## config.mk

```make
export PLATFORM = sky130hd
export DESIGN_NAME = raster_irq_timer
export DESIGN_NICKNAME = d
export VERILOG_FILES = /design/src/rtl/raster_pkg.sv /design/src/rtl/raster_regs.sv /design/src/rtl/raster_counter.sv /design/src/rtl/raster_irq_logic.sv /design/src/rtl/raster_irq_timer.sv
export SDC_FILE = /design/constraint.sdc
export NUM_CORES = 1
export LEC_CHECK = 0
export BUFFER_PORTS_ARGS = -buffer_cell sky130_fd_sc_hd__buf_2
export CAP_MARGIN = 20
export CORE_MARGIN = 2
export CORE_UTILIZATION = 45
export CTS_CLUSTER_DIAMETER = 100
export DETAILED_ROUTE_END_ITERATION = 16
export PLACE_DENSITY = 0.71
export SLEW_MARGIN = 25
export SYNTH_ARGS = -nofsm -noshare
export SYNTH_HDL_FRONTEND = slang
export SYNTH_SLANG_ARGS = --single-unit
```

## constraint.sdc

```tcl
create_clock -name clk -period 2.6 [get_ports clk]
set_input_delay 0.26 -clock clk [delete_from_list [all_inputs] [get_ports clk]]
set_output_delay 0.26 -clock clk [all_outputs]
set_load 0.05 [all_outputs]
```

## src/rtl/raster_pkg.sv

```systemverilog
package raster_pkg;

    typedef enum logic {
        PH_ACTIVE,
        PH_VBLANK
    } phase_e;

    typedef enum logic {
        IRQ_IDLE,
        IRQ_RAISED
    } irq_state_e;

    localparam int ADDR_W = 3;
    localparam int DATA_W = 8;

    localparam logic [ADDR_W-1:0] A_CTRL   = 3'd0;
    localparam logic [ADDR_W-1:0] A_HCMP_L = 3'd1;
    localparam logic [ADDR_W-1:0] A_HCMP_H = 3'd2;
    localparam logic [ADDR_W-1:0] A_VCMP_L = 3'd3;
    localparam logic [ADDR_W-1:0] A_VCMP_H = 3'd4;
    localparam logic [ADDR_W-1:0] A_NMI_ST = 3'd5;
    localparam logic [ADDR_W-1:0] A_IRQ_ST = 3'd6;

    localparam int CTL_NMI_BIT  = 7;
    localparam int CTL_VIRQ_BIT = 5;
    localparam int CTL_HIRQ_BIT = 4;
    localparam int STAT_BIT     = 7;

endpackage

```

## src/rtl/raster_regs.sv

```systemverilog
module raster_regs
    import raster_pkg::*;
#(
    parameter int CMP_W = 9
) (
    input  logic              clk,
    input  logic              rst_n,
    input  logic              wr,
    input  logic [ADDR_W-1:0] addr,
    input  logic [DATA_W-1:0] wdata,
    output logic              nmi_en,
    output logic              v_en,
    output logic              h_en,
    output logic [CMP_W-1:0]  h_cmp,
    output logic [CMP_W-1:0]  v_cmp
);

    localparam int HI_W = CMP_W - DATA_W;

    logic unused_wbits;
    assign unused_wbits = ^{wdata[6], wdata[3:0], wdata[DATA_W-1:HI_W]};

    always_ff @(posedge clk) begin
        if (!rst_n) begin
            nmi_en <= 1'b0;
            v_en   <= 1'b0;
            h_en   <= 1'b0;
            h_cmp  <= '1;
            v_cmp  <= '1;
        end else if (wr) begin
            unique case (addr)
                A_CTRL: begin
                    nmi_en <= wdata[CTL_NMI_BIT];
                    v_en   <= wdata[CTL_VIRQ_BIT];
                    h_en   <= wdata[CTL_HIRQ_BIT];
                end
                A_HCMP_L: h_cmp[DATA_W-1:0]     <= wdata;
                A_HCMP_H: h_cmp[CMP_W-1:DATA_W] <= wdata[HI_W-1:0];
                A_VCMP_L: v_cmp[DATA_W-1:0]     <= wdata;
                A_VCMP_H: v_cmp[CMP_W-1:DATA_W] <= wdata[HI_W-1:0];
                default: ;
            endcase
        end
    end

endmodule

```

## src/rtl/raster_counter.sv

```systemverilog
module raster_counter
    import raster_pkg::*;
#(
    parameter int DOTS    = 341,
    parameter int LINES   = 262,
    parameter int VB_LINE = 225,
    parameter int CMP_W   = 9,
    parameter int FRAME_W = 8
) (
    input  logic               clk,
    input  logic               rst_n,
    output logic [CMP_W-1:0]   dot,
    output logic [CMP_W-1:0]   line,
    output logic [FRAME_W-1:0] frame,
    output logic               vb_enter,
    output logic               frame_wrap
);

    localparam logic [CMP_W-1:0] DOT_LAST  = CMP_W'(DOTS - 1);
    localparam logic [CMP_W-1:0] LINE_LAST = CMP_W'(LINES - 1);
    localparam logic [CMP_W-1:0] VB_POS    = CMP_W'(VB_LINE);

    phase_e phase, phase_nxt;
    logic   line_end;

    assign line_end   = (dot == DOT_LAST);
    assign frame_wrap = line_end && (line == LINE_LAST);
    assign vb_enter   = (phase == PH_ACTIVE) && (dot == '0) && (line == VB_POS);

    // Phase state register
    always_ff @(posedge clk) begin
        if (!rst_n) phase <= PH_ACTIVE;
        else        phase <= phase_nxt;
    end

    // Phase transitions
    always_comb begin
        phase_nxt = phase;
        unique case (phase)
            PH_ACTIVE: if (vb_enter)   phase_nxt = PH_VBLANK;
            PH_VBLANK: if (frame_wrap) phase_nxt = PH_ACTIVE;
            default:                   phase_nxt = PH_ACTIVE;
        endcase
    end

    // Position counters
    always_ff @(posedge clk) begin
        if (!rst_n) begin
            dot   <= '0;
            line  <= '0;
            frame <= '0;
        end else if (frame_wrap) begin
            dot   <= '0;
            line  <= '0;
            frame <= frame + 1'b1;
        end else if (line_end) begin
            dot   <= '0;
            line  <= line + 1'b1;
        end else begin
            dot   <= dot + 1'b1;
        end
    end

endmodule

```

## src/rtl/raster_irq_logic.sv

```systemverilog
module raster_irq_logic
    import raster_pkg::*;
#(
    parameter int CMP_W = 9
) (
    input  logic             clk,
    input  logic             rst_n,
    input  logic [CMP_W-1:0] dot,
    input  logic [CMP_W-1:0] line,
    input  logic [CMP_W-1:0] h_cmp,
    input  logic [CMP_W-1:0] v_cmp,
    input  logic             h_en,
    input  logic             v_en,
    input  logic             nmi_en,
    input  logic             vb_enter,
    input  logic             frame_wrap,
    input  logic             rd_nmi,
    input  logic             rd_irq,
    output logic             irq_hit,
    output logic             irq_req,
    output logic             vb_flag,
    output logic             nmi_pulse
);

    irq_state_e irq_st, irq_nxt;
    logic       h_match, v_match;

    assign h_match = (dot == h_cmp);
    assign v_match = (line == v_cmp);

    // Match condition depends on which enables are set
    always_comb begin
        unique case ({h_en, v_en})
            2'b10:   irq_hit = h_match;
            2'b01:   irq_hit = v_match && (dot == '0);
            2'b11:   irq_hit = h_match && v_match;
            default: irq_hit = 1'b0;
        endcase
    end

    // Interrupt state register
    always_ff @(posedge clk) begin
        if (!rst_n) irq_st <= IRQ_IDLE;
        else        irq_st <= irq_nxt;
    end

    // Interrupt transitions
    always_comb begin
        irq_nxt = irq_st;
        unique case (irq_st)
            IRQ_IDLE:   if (irq_hit)            irq_nxt = IRQ_RAISED;
            IRQ_RAISED: if (rd_irq && !irq_hit) irq_nxt = IRQ_IDLE;
            default:                            irq_nxt = IRQ_IDLE;
        endcase
    end

    // Outputs
    always_comb begin
        irq_req = (irq_st == IRQ_RAISED);
    end

    always_ff @(posedge clk) begin
        if (!rst_n) begin
            vb_flag   <= 1'b0;
            nmi_pulse <= 1'b0;
        end else begin
            nmi_pulse <= vb_enter && nmi_en;
            if (vb_enter)                 vb_flag <= 1'b1;
            else if (frame_wrap || rd_nmi) vb_flag <= 1'b0;
        end
    end

endmodule

```

## src/rtl/raster_irq_timer.sv

```systemverilog
module raster_irq_timer
    import raster_pkg::*;
#(
    parameter int DOTS    = 341,
    parameter int LINES   = 262,
    parameter int VB_LINE = 225,
    parameter int FRAME_W = 8
) (
    input  logic               clk,
    input  logic               rst_n,
    input  logic               reg_wr,
    input  logic               reg_rd,
    input  logic [2:0]         reg_addr,
    input  logic [7:0]         reg_wdata,
    output logic [7:0]         reg_rdata,
    output logic               nmi_pulse,
    output logic               irq_req,
    output logic [8:0]         dot_pos,
    output logic [8:0]         line_pos,
    output logic [FRAME_W-1:0] frame_cnt
);

    localparam int CMP_W = 9;

    logic             nmi_en, v_en, h_en;
    logic [CMP_W-1:0] h_cmp, v_cmp;
    logic             vb_enter, frame_wrap;
    logic             rd_nmi, rd_irq;
    logic             irq_hit, vb_flag;

    assign rd_nmi = reg_rd && (reg_addr == A_NMI_ST);
    assign rd_irq = reg_rd && (reg_addr == A_IRQ_ST);

    raster_regs #(.CMP_W(CMP_W)) u_regs (
        .clk    (clk),
        .rst_n  (rst_n),
        .wr     (reg_wr),
        .addr   (reg_addr),
        .wdata  (reg_wdata),
        .nmi_en (nmi_en),
        .v_en   (v_en),
        .h_en   (h_en),
        .h_cmp  (h_cmp),
        .v_cmp  (v_cmp)
    );

    raster_counter #(
        .DOTS    (DOTS),
        .LINES   (LINES),
        .VB_LINE (VB_LINE),
        .CMP_W   (CMP_W),
        .FRAME_W (FRAME_W)
    ) u_cnt (
        .clk        (clk),
        .rst_n      (rst_n),
        .dot        (dot_pos),
        .line       (line_pos),
        .frame      (frame_cnt),
        .vb_enter   (vb_enter),
        .frame_wrap (frame_wrap)
    );

    raster_irq_logic #(.CMP_W(CMP_W)) u_irq (
        .clk        (clk),
        .rst_n      (rst_n),
        .dot        (dot_pos),
        .line       (line_pos),
        .h_cmp      (h_cmp),
        .v_cmp      (v_cmp),
        .h_en       (h_en),
        .v_en       (v_en),
        .nmi_en     (nmi_en),
        .vb_enter   (vb_enter),
        .frame_wrap (frame_wrap),
        .rd_nmi     (rd_nmi),
        .rd_irq     (rd_irq),
        .irq_hit    (irq_hit),
        .irq_req    (irq_req),
        .vb_flag    (vb_flag),
        .nmi_pulse  (nmi_pulse)
    );

    // Status read mux
    always_comb begin
        reg_rdata = '0;
        if (rd_nmi) reg_rdata[STAT_BIT] = vb_flag;
        if (rd_irq) reg_rdata[STAT_BIT] = irq_req;
    end

endmodule

```

======== Word level (Yosys, flattened, before mapping) ========
Cells that the tools add are included.
operators by class
  add/sub/neg operators ................... 3
  equality and inequality tests ........... 14
  multiplexer cells ....................... 11
  bitwise gates (word level) .............. 3
  reduce and logical (&&, ||, !) cells .... 21
operators by type and width
  kind                   number
  $add A9 B1 Y9 const B  2
  $eq A9 B9 Y1           2
  $eq A9 B9 Y1 const B   2
  $reduce_and A2 Y1      5
  $eq A3 B3 Y1 const B   3
  $eq A9 B8 Y1 const B   1
  $logic_and A1 B1 Y1    9
  $logic_not A9 Y1       1
  $add A8 B1 Y8 const B  1
  $mux W1                8
  $eq A3 B2 Y1 const B   2
  $eq A2 B2 Y1 const B   2
  $pmux W1 S2            2
  $eq A3 B1 Y1 const B   1
  $logic_not A3 Y1       1
  $not A1 Y1             3
  $pmux W1 S3            1
  $reduce_or A3 Y1       1
  $eq A2 B1 Y1 const B   1
  $reduce_bool A2 Y1     1
  $reduce_or A2 Y1       1
  $logic_not A1 Y1       1
  $logic_or A1 B1 Y1     1
storage, ports and cells
  flip-flop bits (word level) ............. 51
  bits of input ports ..................... 15
  output and inout port bits .............. 36
  logic and storage cells ................. 66

======== Depth between registers and ports, before layout ========
  depth after elaboration ................. 7
  mapped depth ............................ 8
  mapped depth without buffers ............ 6

======== Cells and area by module ========
A second synthesis with hierarchy kept.
unflattened totals
  cells, all modules ...................... 297
  area total of the unflattened synthesis .. 2676.3 um2
modules (own cells, without submodules)
  module            times used  cells an instance  area each (um2)  sequential area each (um2)
  raster_counter    1           155                1298.7           540.5
  raster_regs       1           87                 939.7            420.4
  raster_irq_logic  1           41                 342.8            60.1
  raster_irq_timer  1           14                 95.1             0.0

======== Worst setup path after synthesis ========
No wires, ideal clock.
  path type ............................... register -> register
  start point ............................. reg u_cnt.dot[2]
  end point ............................... reg u_cnt.frame[3]
  setup time .............................. 0.071 ns
  data arrival time ....................... 2.340 ns
  required time ........................... 2.529 ns
  path slack .............................. 0.190 ns
  stages on the path, launching flop included .. 7
  path buffers ............................ 2
  clock period less this slack ............ 2.410 ns
  path through ............................ dfxtp_1 -> clkbuf_1 -> nand4_1 -> or4b_1 -> buf_2 -> or3_1 -> a21oi_1
on the way
  cells in the longest elaborated chain, start to end .. 2
ends and longest elaborated chain
  element                   line                  text
  start: declaration        raster_counter.sv:12  output logic [CMP_W-1:0] dot,
  start signal: assignment  raster_counter.sv:60  dot <= dot + 1'b1;
  $eq A9 B9 Y1              raster_counter.sv:26  assign line_end = (dot == DOT_LAST);
  $logic_and A1 B1 Y1       raster_counter.sv:27  assign frame_wrap = line_end && (line == LINE_LAST);
  end signal: assignment    raster_counter.sv:55  frame <= frame + 1'b1;
  end: declaration          raster_counter.sv:14  output logic [FRAME_W-1:0] frame,
Every way passes these cells.
A chain may end at the register's enable or synchronous reset.

======== Worst setup path in the final report ========
  start point ............................. reg u_cnt.dot[0]
  end point ............................... reg u_cnt.frame[7]
Same word-level chain as after synthesis.

==> metrics.md <==
| Metric | Value |
|---|---|
| Post-CTS setup buffer count | 0 |
| I/O pin cnt | between 50 and 60 |
| Core area | ~5100 um2 |
| Worst Setup SP | u_cnt.dot[0] |
| Power Dens Cells | between 500 and 600 nW/um2 |
| Worst path bufs/invs | 1 |
| Antenna diodes | 0 |
| Area grow syn2layout | 16.6% |
| Sum Neg Setup Slack | 0 ns |
| Die H | 77.4 um |
| Synth warn | 0 |
| Worst Setup End Kind | register |
| Hold crit path type | in -> reg |
| Post-synthesis average cell area | 8.32 um2 |
| Initial antenna violation count | 0 |
| Via count | 2062 |
| R2R Path Start | u_cnt.dot[0] |
| Max Clk Rate | ~410 MHz |
| Total internal power | 1.22 mW |
| Post-DP HPWL | between 3000 and 4000 um |
| Final setup vio count | 0 |
| Most used DFF post-synth | dfxtp_1 |
| Fin nets | 352 |
| Sw frac | 24.1% |
| Critical Path, Cell by Cell | inv_1 > ha_1 > or4b_1 > or4b_1 > or3_1 > a21oi_1 |
| Post-cts sizing count | 0 |
| CTS Buf Count | 5 |
| Multi-input logic area | 1280 um2 |
| Hold-fix buffers, CTS | 0 |
| CP max-delay cell | or4b_1 |
| Maximum clock path buffer count | 2 |
| Post-synth top area cell | dfxtp_1 |
| Pins over their slew limit | 0 |
| Pleak | 1.18 nW |
| # DRC | 0 |
| Grt total ovfl | 0 |
| All-Layer GR Usage | 18.5% |
| Clock network power share | just over 40% |
| Crit-path max FO | 16 |
| Sequential share of power | 50.0% |
| Commonest cells post-synth | dfxtp_1, nand2_1, nor2_1 |
| Placed Area | 2690 um2 |
| Final core utilization | 54.9% |
| GPL Wtd Cong | 0.858 |
| Final Hold Fails | 0 |
| Combinational share of power | 8.9% |
| Area contributors post-synth | dfxtp_1, xnor2_1, nand2_1 |
| Post-synth EDFFs | 0 |
| CP startpoint kind | register |
| DR WL/cell | 13.0 um |
| Max_cap viols | 0 |
| RSZ-0062 raised after global routing | false |
| Yosys reg bits | 51 |
| R2R Setup Slk | 0.15 ns |
| CTS tree | done |
| Die area | 5980 um2 |
| Most used cell, CP | or4b_1 |
| Total area of sequential cells | about 1000 um2 |
| Synthesized netlist cell count | 291 |
| Status | completed |
| Root buffer cell | clkbuf_8 |
| Worst-path clk slew | 0.10 ns |
| Worst slew margin | around half |
| Critical Path End | u_cnt.frame[7] |
| Clk_lat worst skew | 0.31 ns |
| Worst VDD drop | 0.312 mV |
| Top Family by Delay on Critical Path | simple AND/OR/NAND/NOR gates |
| Starting Density | ~47% |
| Routed Wire Length | 5250 um |
| Clk sinks | 51 |
| Global-route wire length before repair | 9000 um |
| WP depth | 6 |
| Tcrit/Tclk final | 94.4% |
| Async SR Flop Fraction | 0% |
| # rows | 26 |
| Type of the worst setup path | reg -> reg |
| Synthesized area | 2420 um2 |
| Clk_skew | 0.00681 ns |
| FF-to-FF End | u_cnt.frame[7] |
| Net Sw Power | 0.388 mW |
| Pin count of the biggest net entering global routing | 25 |
| Number of library cell types mapped by synthesis | 38 |
| Top cell type's share of synthesized area | 42.2% |
| Port Buffers | 43 |
| Minimum period implied by the final worst setup slack | 2.45 ns |
| Req. time, crit path | 2.85 ns |
| Vias per cell | 5.12 |
| Seq/Total Area, Yosys | 42.2% |
| Most frequent cell after synthesis | dfxtp_1 |
| Final ANT Viol Nets | 0 |
| Die W | 77.4 um |
| Final Cell Area | 2820 um2 |
| Vias in the first global route | ~1.9k |
| Worst path arrival time | 2.70 ns |
| Initial DRC count | 104 |
| Filler Cells Inserted | 509 |
| DR pass1 iterations | 4 |
| Final Power | around 1.6 mW |
| Slew at the pin closest to its max-slew limit | 0.719 ns |
| R2R cell count | 6 |
| Share of layout cells above drive strength 1 | a little under a fifth |
| CP peak stage delay | 0.83 ns |
| CTS H-tree lvls | 2 |
## worst reg2reg max path, cell delays in order, from the launching register on
cell and delay (ns):
dfxtp_1 0.32, inv_1 0.05, ha_1 0.12, or4b_1 0.49, or4b_1 0.83, or3_1 0.45
a21oi_1 0.14
## cell usage in the layout, fill, tap and decap left out, types with 3 or more instances in the layout
master    synthesis  final
or4b_1            4      4
and3_1            3      3
nor3_1            6      6
dfxtp_1          51     51
buf_2             2     43
a21oi_1           9      9
clkbuf_8          0      5
nand4_1          12     12
o21ai_1           7      7
nand2_1          40     40
nor4_1            5      5
inv_1             9      9
or3_1             6      6
ha_1              5      5
xor2_1            9      9
o21ai_0           3      3
xnor2_1          24     24
nor2_1           25     25
mux2i_1           5      5
nand3_1          24     24
buf_4             7      7
conb_1            1      7
nand2b_1          3      3
## through the flow
step | hold WS [ns] | setup WS, ns | cells
6_report | 0.186 | 0.146 | 403
5_1_grt | 0.186 | 0.0114 | 403
4_1_cts | 0.185 | 0.141 | 403
3_5_place_dp | 0.439 | 0.160 | 395
3_3_place_gp | 0.443 | 0.215 | 395
2_1_floorplan | 0.384 | 0.190 | 297
## flip-flops by register name (all words and copies together), names as in the netlist
signal and cells:
u_regs.nmi_en 1, u_regs.v_cmp 9, u_cnt.frame 8, u_cnt.line 9
u_cnt.dot 9, u_irq.nmi_pulse 1, u_regs.v_en 1, u_regs.h_cmp 9
u_regs.h_en 1, u_irq.irq_req 1, u_cnt.phase 1, u_irq.vb_flag 1
## how the worst min path moves through the flow
stage,startpoint,endpoint,slack [ns],cells past startpoint
5_1_grt,reg_wdata[3],u_regs.v_cmp[3],0.19,3
3_5_place_dp,u_regs.nmi_en,u_irq.nmi_pulse,0.44,1
6_report,reg_wdata[3],u_regs.v_cmp[3],0.19,3
2_1_floorplan,reg_wdata[4],u_regs.h_cmp[4],0.38,2
4_1_cts,reg_wdata[6],u_regs.v_cmp[6],0.18,3
3_3_place_gp,u_regs.nmi_en,u_irq.nmi_pulse,0.44,1
## metal layers
layer	part of all wire, %	vias to the layer above	GRT usage [%]	wire length [um]
met3	4.3	5	3.72	226
met2	49	46	30.8	2560
met4	0.80	0	5.00	42
met1	46	951	24.5	2420
li1	-	1060	-	-
met5	0	-	0	0
## power by group through the flow
stage	combinational [mW]	clock [mW]	sequential, mW
3_3_place_gp	0.143	0	0.823
3_5_place_dp	0.144	0	0.824
5_1_grt	0.159	0.706	0.808
2_1_floorplan	0.0938	0	0.839
6_report	0.144	0.663	0.806
4_1_cts	0.145	0.667	0.806
## final cells by class
cell class | count | share of cell area [%]
tap | 70 | 3.10
timing repair buffer | 50 | 9.48
clock buffer | 5 | 2.44
multi-input combinational | 215 | 45.2
inverter | 9 | 1.20
clock inverter | 3 | 2.39
sequential | 51 | 36.2
## logic make-up (layout without fill, tap and decap cells)
kind of cell,after synthesis,count (layout),synth area share (%)
AO/OA/AOI/OAI,27,27,6.61
XOR/XNOR,33,33,11.9
adder cells (fa/ha/maj),5,5,2.58
buffers and inverters,31,67,5.99
flip-flops,51,51,42.2
multiplexers,5,5,2.07
other,1,7,0.155
AND/OR/NAND/NOR,138,138,28.5
No activity file was read; power rests on OpenSTA's default activity.
